**config.mk**
```make
export PLATFORM = sky130hd
export DESIGN_NAME = i2cev_target
export DESIGN_NICKNAME = d
export VERILOG_FILES = /design/src/rtl/i2cev_pkg.sv /design/src/rtl/i2cev_sync.sv /design/src/rtl/i2cev_engine.sv /design/src/rtl/i2cev_fifo.sv /design/src/rtl/i2cev_target.sv
export SDC_FILE = /design/constraint.sdc
export NUM_CORES = 1
export LEC_CHECK = 0
export BUFFER_PORTS_ARGS = -buffer_cell sky130_fd_sc_hd__buf_4
export CAP_MARGIN = 10
export CORE_UTILIZATION = 25
export DETAILED_ROUTE_END_ITERATION = 7
export REMOVE_ABC_BUFFERS = 1
export SLEW_MARGIN = 30
export SYNTH_ARGS = -nofsm -noshare
export SYNTH_HDL_FRONTEND = slang
export SYNTH_SLANG_ARGS = --single-unit
```
**constraint.sdc**
```tcl
create_clock -name clk -period 2.6 [get_ports clk]
set_input_delay 0.26 -clock clk [delete_from_list [all_inputs] [get_ports clk]]
set_output_delay 0.26 -clock clk [all_outputs]
set_load 0.01 [all_outputs]
```
**src/rtl/i2cev_pkg.sv**
```systemverilog
package i2cev_pkg;
   localparam int BYTE_W = 8;
   localparam int EV_N   = 6;

   typedef logic [EV_N-1:0] ev_vec_t;

   // one-hot event codes; bit position is the event's identity
   localparam ev_vec_t EVC_AMR = 6'b000001;
   localparam ev_vec_t EVC_AMW = 6'b000010;
   localparam ev_vec_t EVC_RRQ = 6'b000100;
   localparam ev_vec_t EVC_WRQ = 6'b001000;
   localparam ev_vec_t EVC_ERD = 6'b010000;
   localparam ev_vec_t EVC_EWR = 6'b100000;

   typedef enum logic [3:0] {
      ST_IDLE, ST_ADDR, ST_ACK_WAIT, ST_ACK_DRV, ST_WDATA,
      ST_RDATA, ST_RACK, ST_STALL, ST_DONE
   } eng_st_t;
endpackage

```
**src/rtl/i2cev_sync.sv**
```systemverilog
module i2cev_sync #(
   parameter int STAGES = 2
) (
   input  logic clk,
   input  logic rst_n,
   input  logic scl_i,
   input  logic sda_i,
   output logic sda_s,
   output logic scl_rise,
   output logic scl_fall,
   output logic start_det,
   output logic stop_det
);
   logic [STAGES-1:0] scl_ff, sda_ff;
   logic scl_q, sda_q, scl_s;

   always_ff @(posedge clk or negedge rst_n) begin
      if (!rst_n) begin
         scl_ff <= '1;
         sda_ff <= '1;
         scl_q  <= 1'b1;
         sda_q  <= 1'b1;
      end else begin
         scl_ff <= {scl_ff[STAGES-2:0], scl_i};
         sda_ff <= {sda_ff[STAGES-2:0], sda_i};
         scl_q  <= scl_s;
         sda_q  <= sda_s;
      end
   end

   assign scl_s     = scl_ff[STAGES-1];
   assign sda_s     = sda_ff[STAGES-1];
   assign scl_rise  = scl_s & ~scl_q;
   assign scl_fall  = ~scl_s & scl_q;
   assign start_det = scl_s & scl_q & sda_q & ~sda_s;
   assign stop_det  = scl_s & scl_q & ~sda_q & sda_s;
endmodule

```
**src/rtl/i2cev_engine.sv**
```systemverilog
module i2cev_engine
   import i2cev_pkg::*;
#(
   parameter logic [6:0] OWN_ADDR = 7'h43
) (
   input  logic              clk,
   input  logic              rst_n,
   input  logic              sda_s,
   input  logic              scl_rise,
   input  logic              scl_fall,
   input  logic              start_det,
   input  logic              stop_det,
   input  logic [BYTE_W-1:0] tx_data,
   input  logic              tx_valid,
   output logic              tx_ready,
   output ev_vec_t           ev_raw,
   output logic [BYTE_W-1:0] rx_data,
   output logic              scl_low,
   output logic              sda_low
);
   localparam int CNT_W = $clog2(BYTE_W + 1);

   eng_st_t           state;
   logic [CNT_W-1:0]  cnt;
   logic [BYTE_W-1:0] shreg, hold;
   logic              is_read, active, nack, need, have;
   logic              bus_evt, load_pt, avail;
   logic [BYTE_W-1:0] byte_src;

   assign bus_evt  = start_det | stop_det;
   assign tx_ready = need;
   assign avail    = have | (need & tx_valid);
   assign byte_src = have ? hold : tx_data;
   assign load_pt  = scl_fall & ~bus_evt &
                     (((state == ST_ACK_DRV) & is_read) | ((state == ST_RACK) & ~nack));

   always_ff @(posedge clk or negedge rst_n) begin
      if (!rst_n) begin
         state   <= ST_IDLE;
         cnt     <= '0;
         shreg   <= '0;
         hold    <= '0;
         rx_data <= '0;
         is_read <= 1'b0;
         active  <= 1'b0;
         nack    <= 1'b0;
         need    <= 1'b0;
         have    <= 1'b0;
         scl_low <= 1'b0;
         sda_low <= 1'b0;
         ev_raw  <= '0;
      end else begin
         ev_raw <= '0;
         if (need && tx_valid) begin
            hold <= tx_data;
            have <= 1'b1;
            need <= 1'b0;
         end
         if (bus_evt) begin
            if (active) ev_raw <= is_read ? EVC_ERD : EVC_EWR;
            active  <= 1'b0;
            need    <= 1'b0;
            have    <= 1'b0;
            sda_low <= 1'b0;
            scl_low <= 1'b0;
            cnt     <= '0;
            state   <= start_det ? ST_ADDR : ST_IDLE;
         end else begin
            unique case (state)
               ST_ADDR: if (scl_rise) begin
                  shreg <= {shreg[BYTE_W-2:0], sda_s};
                  cnt   <= cnt + CNT_W'(1);
                  if (cnt == CNT_W'(BYTE_W - 1)) begin
                     if (shreg[6:0] == OWN_ADDR) begin
                        is_read <= sda_s;
                        active  <= 1'b1;
                        ev_raw  <= sda_s ? EVC_AMR : EVC_AMW;
                        state   <= ST_ACK_WAIT;
                     end else begin
                        state <= ST_IDLE;
                     end
                  end
               end
               ST_ACK_WAIT: if (scl_fall) begin
                  sda_low <= 1'b1;
                  state   <= ST_ACK_DRV;
                  if (is_read) begin
                     ev_raw <= EVC_RRQ;
                     need   <= 1'b1;
                  end
               end
               ST_ACK_DRV: if (scl_fall) begin
                  sda_low <= 1'b0;
                  if (!is_read) begin
                     state <= ST_WDATA;
                     cnt   <= '0;
                  end
               end
               ST_WDATA: if (scl_rise) begin
                  shreg <= {shreg[BYTE_W-2:0], sda_s};
                  cnt   <= cnt + CNT_W'(1);
                  if (cnt == CNT_W'(BYTE_W - 1)) begin
                     rx_data <= {shreg[BYTE_W-2:0], sda_s};
                     ev_raw  <= EVC_WRQ;
                     state   <= ST_ACK_WAIT;
                  end
               end
               ST_RDATA: begin
                  if (scl_rise) cnt <= cnt + CNT_W'(1);
                  if (scl_fall) begin
                     if (cnt == CNT_W'(BYTE_W)) begin
                        sda_low <= 1'b0;
                        ev_raw  <= EVC_RRQ;
                        need    <= 1'b1;
                        state   <= ST_RACK;
                     end else begin
                        sda_low <= ~shreg[BYTE_W-2];
                        shreg   <= shreg << 1;
                     end
                  end
               end
               ST_RACK: begin
                  if (scl_rise) nack <= sda_s;
                  if (scl_fall && nack) begin
                     need  <= 1'b0;
                     have  <= 1'b0;
                     state <= ST_DONE;
                  end
               end
               ST_STALL: if (need && tx_valid) begin
                  shreg   <= tx_data;
                  sda_low <= ~tx_data[BYTE_W-1];
                  have    <= 1'b0;
                  scl_low <= 1'b0;
                  cnt     <= '0;
                  state   <= ST_RDATA;
               end
               default: ;
            endcase
            if (load_pt) begin
               if (avail) begin
                  shreg   <= byte_src;
                  sda_low <= ~byte_src[BYTE_W-1];
                  have    <= 1'b0;
                  need    <= 1'b0;
                  cnt     <= '0;
                  state   <= ST_RDATA;
               end else begin
                  sda_low <= 1'b0;
                  scl_low <= 1'b1;
                  state   <= ST_STALL;
               end
            end
         end
      end
   end
endmodule

```
**src/rtl/i2cev_fifo.sv**
```systemverilog
module i2cev_fifo #(
   parameter int W     = 6,
   parameter int DEPTH = 8
) (
   input  logic         clk,
   input  logic         rst_n,
   input  logic         push,
   input  logic [W-1:0] din,
   input  logic         pop,
   output logic [W-1:0] dout,
   output logic         empty
);
   localparam int AW = $clog2(DEPTH);

   logic [W-1:0] mem [DEPTH];
   logic [AW:0]  wr_ptr, rd_ptr;
   logic         full;

   assign empty = (wr_ptr == rd_ptr);
   assign full  = (wr_ptr[AW] != rd_ptr[AW]) && (wr_ptr[AW-1:0] == rd_ptr[AW-1:0]);
   assign dout  = mem[rd_ptr[AW-1:0]];

   always_ff @(posedge clk or negedge rst_n) begin
      if (!rst_n) begin
         wr_ptr <= '0;
         rd_ptr <= '0;
      end else begin
         if (push && !full) wr_ptr <= wr_ptr + 1'b1;
         if (pop && !empty) rd_ptr <= rd_ptr + 1'b1;
      end
   end

   always_ff @(posedge clk) begin
      if (push && !full) mem[wr_ptr[AW-1:0]] <= din;
   end
endmodule

```
**src/rtl/i2cev_target.sv**
```systemverilog
module i2cev_target
   import i2cev_pkg::*;
#(
   parameter logic [6:0] OWN_ADDR    = 7'h43,
   parameter int         SYNC_STAGES = 2,
   parameter int         EVQ_DEPTH   = 8
) (
   input  logic              clk,
   input  logic              rst_n,
   input  logic              scl_i,
   input  logic              sda_i,
   output logic              scl_low_o,
   output logic              sda_low_o,
   input  logic [EV_N-1:0]   evt_mask,
   output logic [EV_N-1:0]   evt_strobe,
   output logic [BYTE_W-1:0] rx_data,
   input  logic [BYTE_W-1:0] tx_data,
   input  logic              tx_valid,
   output logic              tx_ready,
   input  logic              evq_pop,
   output logic [EV_N-1:0]   evq_code,
   output logic              evq_empty
);
   if (SYNC_STAGES < 2) begin : g_bad_sync
      $error("SYNC_STAGES must be at least 2");
   end
   if (EVQ_DEPTH < 2 || (EVQ_DEPTH & (EVQ_DEPTH - 1)) != 0) begin : g_bad_depth
      $error("EVQ_DEPTH must be a power of two, at least 2");
   end

   logic    sda_s, scl_rise, scl_fall, start_det, stop_det;
   ev_vec_t ev_raw;

   i2cev_sync #(.STAGES(SYNC_STAGES)) u_sync (
      .clk       (clk),
      .rst_n     (rst_n),
      .scl_i     (scl_i),
      .sda_i     (sda_i),
      .sda_s     (sda_s),
      .scl_rise  (scl_rise),
      .scl_fall  (scl_fall),
      .start_det (start_det),
      .stop_det  (stop_det)
   );

   i2cev_engine #(.OWN_ADDR(OWN_ADDR)) u_engine (
      .clk       (clk),
      .rst_n     (rst_n),
      .sda_s     (sda_s),
      .scl_rise  (scl_rise),
      .scl_fall  (scl_fall),
      .start_det (start_det),
      .stop_det  (stop_det),
      .tx_data   (tx_data),
      .tx_valid  (tx_valid),
      .tx_ready  (tx_ready),
      .ev_raw    (ev_raw),
      .rx_data   (rx_data),
      .scl_low   (scl_low_o),
      .sda_low   (sda_low_o)
   );

   for (genvar g = 0; g < EV_N; g++) begin : g_mask
      assign evt_strobe[g] = ev_raw[g] & evt_mask[g];
   end

   i2cev_fifo #(.W(EV_N), .DEPTH(EVQ_DEPTH)) u_evq (
      .clk   (clk),
      .rst_n (rst_n),
      .push  (|evt_strobe),
      .din   (evt_strobe),
      .pop   (evq_pop),
      .dout  (evq_code),
      .empty (evq_empty)
   );
endmodule

```
==> results.py <==
metrics = {
    "run_status": {
        "status": "finished with violations",
        "violations": "negative hold slack",
    },
    "timing": {
        "worstMarginPinSlew_ns": 0.8450,
        "fmax_ghz": 0.4279,
        "finalHoldViolCount": 36,
        "period_needed_ns": 2.337,
        "hold_ws_ns": -0.01849,
        "maxSlewViolCount": 0,
        "finalSetupViolCount": 0,
        "fin_crit_sh_pct": 89.89,
        "clock_skew_ns": 0.009268,
        "final.setup.worst_slack_ns": 0.2628,
        "tns_ns": 0,
        "slew_headroom_pct": 43.23,
        "rsz0062_at_grt": "false",
    },
    "global_routing": {
        "antenna_found_initial": 0,
        "grt_max_degree": 59,
        "track_usage_pct": 12.53,
        "grt_pass1_wl_mm": 21.21,
        "grt_pass1_vias": 3831,
        "overflow": 0,
    },
    "clock_network": {
        "cts.clk_slew.worst_paths_ns": 0.08,
        "cts_inserted_buffers": 9,
        "htree_levels": 3,
        "clk_path_buf_depth": 2,
        "cts_root_buf": "clkbuf_16",
        "clk_latency_ns": 0.36,
        "clkSinkCount": 106,
        "cts_tree": "yes",
        "cts-resized-gates": 0,
    },
    "synthesis": {
        "synth_area_leader_cell": "edfxtp_1",
        "synth_cell_types": 66,
        "ys_ff_latch": 106,
        "synthTopCellsByArea": "edfxtp_1 27%, dfrtp_1 24%, mux4_2 5.0%, mux2_2 3.1%, dfstp_2 2.9%",
        "synth_top_area_share_pct": 26.75,
        "synth_area_sq_mm": 0.005388,
        "syn-instance-count": 464,
        "yosysWarnings": 0,
        "async_flop_share_pct": 54.72,
        "yosys_most_used_dff": "dfrtp_1",
        "synth_area_per_cell_sq_um": 11.61,
        "yosysSeqAreaShare_pct": 53.83,
        "synth_edf_count": 48,
    },
    "pwr": {
        "ir_drop_mv": 0.3822,
        "p_per_area_mw_per_mm2": 585.8,
        "power.leakage_uw": 0.002627,
    },
    "layout": {
        "drive_above_1_share_pct": 24.95,
        "utilization_pct": 29.79,
        "final_cell_mix": "54 x buf_4, 52 x dfrtp_1, 48 x edfxtp_1, 40 x nand2_1, 31 x nor2_1",
        "insertedDiodeCount": 0,
        "postLayoutCellArea_sq_mm": 0.006281,
        "layout_commonest_cell": "buf_4",
        "syn_to_final_growth_pct": 16.58,
        "nets": 524,
    },
    "die": {
        "die_area_sq_mm": 0.02214,
        "start_util_pct": 25.55,
        "die_w_microns": 148.8,
        "placement_rows": 53,
        "boundaryPins": 44,
        "die_h_microns": 148.8,
        "coreArea_sq_mm": 0.02109,
    },
    "worst_setup_path": {
        "r2r-start": "u_engine.ev_raw[1]",
        "ff2ff_path_depth": 5,
        "cp_top_family": "simple AND/OR/NAND/NOR gates",
        "worst-path-buf-inv": 0,
        "cp_slowest_cell": "nor3_1",
        "setup.worst_path.class": "flop to flop",
        "cp-start-kind": "flop",
        "crit_fanout": 10,
        "critical_path_arrival_ns": 2.32,
        "end_kind": "flop",
        "crit_path_cell_trace": "and2_1, or4_1, o21ai_2, or2_2, nor3_1",
        "ff2ff_setup_slack_ns": 0.26,
        "r2r_end": "u_evq.mem[0][0]",
        "slowest_delay_ns": 0.66,
        "critical_path_required_ns": 2.59,
    },
    "hold_path": {
        "hp-class": "input port to asynchronous set/reset pin",
    },
    "drt": {
        "postRouteAntennaNets": 0,
        "firstDrtPassIters": 5,
        "drc": 0,
        "vias": 3855,
        "wl_mm": 13.14,
        "drtIter0Drc": 343,
        "viasPerCell": 4.942,
        "wire_per_inst_microns": 16.84,
    },
    "placement": {
        "gp_congestion": 0.8162,
        "dpl_cell_area_sq_mm": 0.005952,
        "io_buffer_count": 43,
        "dp_hpwl_mm": 9.149,
        "post-place-ws_ns": 0.2201,
    },
    "flow_run": {
        "maxCapViolCount": 0,
    },
}
-- layer usage --
layer	global-route usage, %	routed length [microns]
met5	0	0
met4	4.592	244
met3	2.997	632
met2	19.93	6216
met1	16.54	6046
-- kinds of logic after synthesis --
logic type               share of synthesized area [%]
multiplexers                                     9.916
XOR/XNOR                                         1.788
AND/OR/NAND/NOR                                  15.40
flip-flops                                       53.83
buffers and inverters                            4.482
adder cells (fa/ha/maj)                         0.9290
AO/OA/AOI/OAI                                    13.66
-- flip-flops by register name, summed over array words and instances, names as in the netlist, 4 cells and up --
| register | cells |
|---|---|
| u_engine.hold | 8 |
| u_engine.shreg | 7 |
| u_evq.wr_ptr | 4 |
| u_engine.rx_data | 8 |
| u_engine.ev_raw | 6 |
| u_evq.rd_ptr | 4 |
| u_engine.cnt | 4 |
| u_evq.mem | 48 |
| u_engine.state | 4 |
-- report_power, final --
part           switching [uW]  internal [uW]  total [uW]
clock                     703            695        1400
sequential                124           1810        1930
combinational             206            144         350
total                    1030           2650        3680
-- repair_timing --
| action | 4_1_cts | 5_1_grt |
|---|---|---|
| hold endpoints to repair | 1 | 0 |
| hold buffers | 1 | 0 |
| buffers inserted | 0 | 0 |
-- worst reg2reg max path, stage by stage (launching register included) --
cell     delay [ns]
dfrtp_1        0.32
and2_1         0.31
or4_1          0.24
o21ai_2        0.10
or2_2          0.33
nor3_1         0.66
-- worst max path at each step --
stage | start | end | slack (ns) | cells past startpoint
3_3_place_gp | evt_mask[0] | u_evq.mem[0][4] | 0.27 | 6
5_1_grt | u_engine.ev_raw[1] | u_evq.mem[0][3] | 0.07 | 5
4_1_cts | u_engine.ev_raw[0] | u_evq.mem[0][2] | 0.22 | 5
6_report | u_engine.ev_raw[1] | u_evq.mem[0][0] | 0.26 | 5
3_5_place_dp | evt_mask[0] | u_evq.mem[0][4] | 0.22 | 6
2_1_floorplan | u_evq.rd_ptr[0] | u_evq.mem[0][0] | 0.20 | 5
-- layout make-up --
type / count / area [sq um]
clock buffer: 9 / 225.2
clock inverter: 7 / 88.84
fill: 2160 / 14810
inverter: 15 / 56.30
multi-input combinational: 313 / 2251
sequential: 106 / 2900
tap: 275 / 344.1
timing repair buffer: 55 / 415.4
-- through the flow --
step,power [uW],std cells
finish,3680,780
global route,3836,780
CTS,3725,780
detailed placement,2306,763
global placement,2300,763
floorplan,2142,434
-- cell usage after synthesis (all sizes together), types with 7 or more instances --
| library cell | n |
|---|---|
| a21o | 9 |
| a21oi | 15 |
| and2 | 7 |
| and3 | 9 |
| buf | 25 |
| dfrtp | 52 |
| edfxtp | 48 |
| inv | 15 |
| mux2 | 16 |
| mux2i | 8 |
| mux4 | 12 |
| nand2 | 40 |
| nand2b | 8 |
| nand3 | 14 |
| nor2 | 31 |
| nor3 | 8 |
| nor4 | 8 |
| o21ai | 38 |
(Power assumes the default switching activity.)
